### config.mk
export PLATFORM = sky130hd
export DESIGN_NAME = csvs_top
export DESIGN_NICKNAME = d
export VERILOG_FILES = /design/src/rtl/csvs_pkg.sv /design/src/rtl/csvs_sync.sv /design/src/rtl/csvs_dur_cnt.sv /design/src/rtl/csvs_qual.sv /design/src/rtl/csvs_top.sv
export SDC_FILE = /design/constraint.sdc
export NUM_CORES = 1
export LEC_CHECK = 0
export ABC_AREA = 1
export BUFFER_PORTS_ARGS = -buffer_cell sky130_fd_sc_hd__buf_4
export CAP_MARGIN = 30
export CORE_MARGIN = 2
export CORE_UTILIZATION = 30
export CTS_BUF_LIST = sky130_fd_sc_hd__clkbuf_2
export CTS_CLUSTER_DIAMETER = 30
export DETAILED_ROUTE_END_ITERATION = 7
export GPL_TIMING_DRIVEN = 0
export HOLD_SLACK_MARGIN = 0.15
export PLACE_DENSITY = 0.49
export SKIP_CTS_REPAIR_TIMING = 1
export SYNTH_ARGS = -nofsm -noshare
export SYNTH_HDL_FRONTEND = slang
export SYNTH_HIERARCHICAL = 1
export SYNTH_SLANG_ARGS = --single-unit
### constraint.sdc
create_clock -name clk -period 2.95 [get_ports clk]
set_input_delay 0.1475 -clock clk [delete_from_list [all_inputs] [get_ports clk]]
set_output_delay 0.1475 -clock clk [all_outputs]
set_load 0.01 [all_outputs]
### src/rtl/csvs_pkg.sv
package csvs_pkg;

    // Reference clock cycles in one 200 ns threshold unit (40 MHz tick).
    localparam int unsigned UNIT_TICKS = 8;
    // Width of the threshold value N.
    localparam int unsigned THR_W      = 8;
    localparam int unsigned UNIT_BITS  = $clog2(UNIT_TICKS);
    // Counter wide enough to hold the largest limit, (2^THR_W - 1) * UNIT_TICKS.
    localparam int unsigned CNT_W      = THR_W + UNIT_BITS;

    typedef logic [THR_W-1:0] thr_t;
    typedef logic [CNT_W-1:0] cnt_t;

    localparam cnt_t CNT_MAX = {CNT_W{1'b1}};

    // State of the duration counter seen by the qualifier.
    typedef struct packed {
        cnt_t count;   // active cycles seen so far in the current pulse
        logic sat;     // counter is parked at its maximum
    } dur_t;

    // Convert a threshold in units to a limit in reference cycles.
    function automatic cnt_t limit_of(input thr_t n);
        return cnt_t'(n) * cnt_t'(UNIT_TICKS);
    endfunction

endpackage

### src/rtl/csvs_sync.sv
module csvs_sync #(
    parameter bit          ACTIVE_LOW = 1'b1,
    parameter int unsigned STAGES     = 2
) (
    input  logic clk,
    input  logic rst,
    input  logic raw_in,
    output logic active
);
    localparam int unsigned LAST = STAGES - 1;

    logic [STAGES-1:0] chain;
    logic              norm;

    // Normalize polarity first so the reset value always means idle.
    assign norm = ACTIVE_LOW ? ~raw_in : raw_in;

    genvar g;
    generate
        for (g = 0; g < STAGES; g++) begin : g_stage
            if (g == 0) begin : g_first
                always_ff @(posedge clk) begin
                    if (rst) chain[0] <= 1'b0;
                    else     chain[0] <= norm;
                end
            end else begin : g_next
                always_ff @(posedge clk) begin
                    if (rst) chain[g] <= 1'b0;
                    else     chain[g] <= chain[g-1];
                end
            end
        end
    endgenerate

    assign active = chain[LAST];

    AST_SYNC_RESET_IDLE: assert property (@(posedge clk)
        rst |=> !active);

endmodule

### src/rtl/csvs_dur_cnt.sv
module csvs_dur_cnt
    import csvs_pkg::*;
(
    input  logic clk,
    input  logic rst,
    input  logic en,
    input  logic active,
    output dur_t dur
);
    cnt_t count_q;

    always_ff @(posedge clk) begin
        if (rst || !en || !active) begin
            count_q <= '0;
        end else if (count_q != CNT_MAX) begin
            count_q <= count_q + cnt_t'(1);
        end
    end

    assign dur.count = count_q;
    assign dur.sat   = (count_q == CNT_MAX);

    AST_CNT_CLEAR_IDLE: assert property (@(posedge clk) disable iff (rst)
        !active |=> (dur.count == '0));

    AST_NO_WRAP: assert property (@(posedge clk) disable iff (rst)
        (en && active && dur.sat) |=> dur.sat);

    AST_CNT_STEP: assert property (@(posedge clk) disable iff (rst)
        (en && active && !dur.sat) |=> (dur.count == $past(dur.count) + cnt_t'(1)));

endmodule

### src/rtl/csvs_qual.sv
module csvs_qual
    import csvs_pkg::*;
(
    input  logic clk,
    input  logic rst,
    input  logic en,
    input  logic active,
    input  thr_t thresh,
    input  dur_t dur,
    output logic vsync
);
    cnt_t limit;
    logic pass;

    assign limit = limit_of(thresh);
    assign pass  = en && active && (dur.count >= limit);

    always_ff @(posedge clk) begin
        if (rst) vsync <= 1'b0;
        else     vsync <= pass;
    end

    AST_RISE_AFTER_LIMIT: assert property (@(posedge clk) disable iff (rst)
        $rose(vsync) |-> ($past(dur.count) >= $past(limit)));

    AST_EN_GATES: assert property (@(posedge clk) disable iff (rst)
        !en |=> !vsync);

    AST_DROP_ON_IDLE: assert property (@(posedge clk) disable iff (rst)
        !active |=> !vsync);

endmodule

### src/rtl/csvs_top.sv
module csvs_top
    import csvs_pkg::*;
#(
    parameter bit          ACTIVE_LOW  = 1'b1,
    parameter int unsigned SYNC_STAGES = 2
) (
    input  logic             clk,
    input  logic             rst,
    input  logic             en,
    input  logic [THR_W-1:0] thresh,
    input  logic             csync_in,
    output logic             vsync_out
);
    logic active;
    dur_t dur;

    csvs_sync #(
        .ACTIVE_LOW (ACTIVE_LOW),
        .STAGES     (SYNC_STAGES)
    ) u_sync (
        .clk    (clk),
        .rst    (rst),
        .raw_in (csync_in),
        .active (active)
    );

    csvs_dur_cnt u_cnt (
        .clk    (clk),
        .rst    (rst),
        .en     (en),
        .active (active),
        .dur    (dur)
    );

    csvs_qual u_qual (
        .clk    (clk),
        .rst    (rst),
        .en     (en),
        .active (active),
        .thresh (thresh),
        .dur    (dur),
        .vsync  (vsync_out)
    );

    AST_OUT_AFTER_RESET: assert property (@(posedge clk)
        rst |=> !vsync_out);

    AST_ZERO_THR_FOLLOWS: assert property (@(posedge clk) disable iff (rst)
        (thresh == '0 && $past(thresh) == '0 && en && $past(en))
            |-> (vsync_out == $past(active)));

endmodule

==> impl_metrics.csv <==
group,metric,value,unit
route,drcViolationCount,0,
outcome,status,"completed",
floorplan,ios,13,
floorplan,die_w,60.3,um
route,route.detailed.wl_per_inst,9.28,um
hold_path,worstHoldPathType,"reg2reg",
critical_path,r2r_start,"u_cnt/count_q[0]$_SDFFE_PP0P_",
floorplan,die_area,3640,um^2
clocking,cts_tree,"yes",
placed_design,port_buffers,12,
synth,netlist_area,952,um^2
cells_and_area,syn_to_final_growth,21.4,%
synth,synth_top_cells_by_count,"nand2_1 (38), inv_1 (31), dfxtp_1 (14), nor2_1 (12), ha_1 (9)",
hold_path,hp-start,"u_sync/chain[0]$_SDFF_PP0_",
grt,antenna_found_initial,0,
floorplan,rows,20,
pwr,p_total,0.316,mW
sta,worst_pin_slew,0.359,ns
pwr,leakage,0.594,nW
sta,hold_viol,0,
route,first_iter_violations,11,
critical_path,path_class,"reg2reg",
synth,syn_nets,162,
critical_path,critPathLaunch,"u_cnt/count_q[0]$_SDFFE_PP0P_",
synth,yosysTopAreaCellShare,29.4,%
grt,grt_max_degree,11,
synth,synth_edf_count,0,
synth,postSynthAreaPerCell,6.75,um^2
synth,ys_top_cells_by_area,"dfxtp_1 (29%), nand2_1 (15%), inv_1 (12%)",
route,vias,845,
synth,synthMostInstantiatedCell,"nand2_1",
clocking,clock_path_buffers,2,
grt,grt_pass1_vias,689,
sta,timing.setup.tns,0,ns
pwr,peakVddDrop,0.129,mV
synth,synth_flop_cell,"dfxtp_1",
synth,yosysWarnings,6,
sta,min_period,1.39,ns
synth,syn-instance-count,141,
route,viasPerCell,4.12,
synth,seq_area_frac_synth,29.4,%
critical_path,crit_arrival,1.61,ns
synth,ys_ff_latch,14,
clocking,clk_latency,0.27,ns
synth,yosys.cell_types.count,22,
sta,rsz0062_at_grt,"false",
placed_design,detailed_place_hpwl,1460,um
floorplan,core-area,3030,um^2
grt,grt_pass1_wl,2930,um
critical_path,endpoint_kind,"flip-flop",
critical_path,crit_path_start_kind,"flip-flop",
clocking,clk_pin_slew,0.14,ns
sta,finalSetupViolCount,0,
sta,skew,0.00658,ns
sta,fmax,0.718,GHz
placed_design,routabilityCongestion,0.730,
synth,synth-async-reset-ratio,0,%
cells_and_area,n_antenna_cell,0,
sta,worst_hold_slack,0.429,ns
critical_path,crit_path_max_fanout,10,
cells_and_area,final_nets,183,
floorplan,die_height,60.3,um
sta,fin_crit_sh,47.2,%
grt,grt_usage,10.9,%
route,drtAntennaViolNets,0,
sta,maxSlewViolCount,0,
route,firstDrtPassIters,6,
clocking,cts_buffers,3,
clocking,h-tree-depth,1,
pwr,power.density,273,nW/um^2
critical_path,worst-r2r-setup-slack,1.56,ns
run,cap_violations,0,
grt,globalRouteOverflowTotal,0,
sta,max_slew_margin,76.0,%
synth,yosysTopAreaCell,"dfxtp_1",
floorplan,start_util,31.4,%
clocking,cts_root_buf,"clkbuf_2",
critical_path,required,3.17,ns
route,drt-total-wl,1900,um
cells_and_area,drive_gt1_share,16.8,%
clocking,clock-sinks,14,
-- worst paths after layout --
kind | depth (start not counted) | endpoint
worst max register to register | 7 | u_cnt/count_q[1]$_SDFFE_PP0P_
worst min-delay path | 2 | u_sync/active$_SDFF_PP0_
worst max-delay path | 7 | u_cnt/count_q[1]$_SDFFE_PP0P_
worst min register to register | 2 | u_sync/active$_SDFF_PP0_
-- critical path, stage by stage, from the launching register on --
cell      delay [ns]
dfxtp_1         0.43
ha_1            0.22
nand2_2         0.11
nor2_8          0.15
nand3_4         0.17
clkinv_4        0.08
nand2_1         0.05
a21oi_1         0.11
-- final cells by class --
class / instances / area, um^2
clock buffers: 3 / 15.0
clock inverters: 1 / 3.75
fillers: 335 / 1870
inverters: 34 / 133
multi-input cells: 93 / 539
flip-flops and latches: 14 / 280
well taps: 44 / 55.1
repair buffers: 16 / 130
-- layer usage --
metal	track usage (%)	wire, um	up-vias
li1	-	-	470
met1	12.7	947	356
met2	18.9	863	17
met3	2.77	77	2
met4	4.76	15	0
met5	0	0	-
-- through the flow --
step	utilization, %	std cells	setup WS (ns)	area, um^2
floorplan	-	141	1.75	952
global placement	36.2	197	1.62	1100
detailed placement	36.2	197	1.60	1100
CTS	36.9	201	1.57	1120
global route	38.2	205	1.41	1160
finish	38.2	205	1.56	1160
-- power by group --
part           internal [mW]  switching [mW]
clock network         0.0295          0.0621
logic                 0.0192          0.0134
registers              0.191        0.000716
-- registers in the layout, summed over array words and instances, names as in the netlist --
register / flops
u_sync/chain: 1
u_qual/vsync: 1
u_cnt/count_q: 11
u_sync/active: 1
-- layout by cell type (no fill, tap or decap), types with 3 or more instances in the layout --
master,count
ha_1,9
inv_1,31
clkbuf_2,3
buf_4,12
a21oi_1,7
nand2_1,38
nand3_1,8
nand2_2,3
nand4_1,3
nor2_1,12
dlygate4sd3_1,4
dfxtp_1,14
-- cells by family (layout without fill, tap and decap cells) --
kind of cell	after synthesis	count (layout)	share of synthesized area, %
fa+ha+maj	9	9	11.8
flops	14	14	29.4
buf+inv	34	54	13.9
compound gates	11	11	6.57
simple gates	71	71	36.4
xor+xnor	2	2	1.84
No activity file was read; power rests on OpenSTA's default activity.
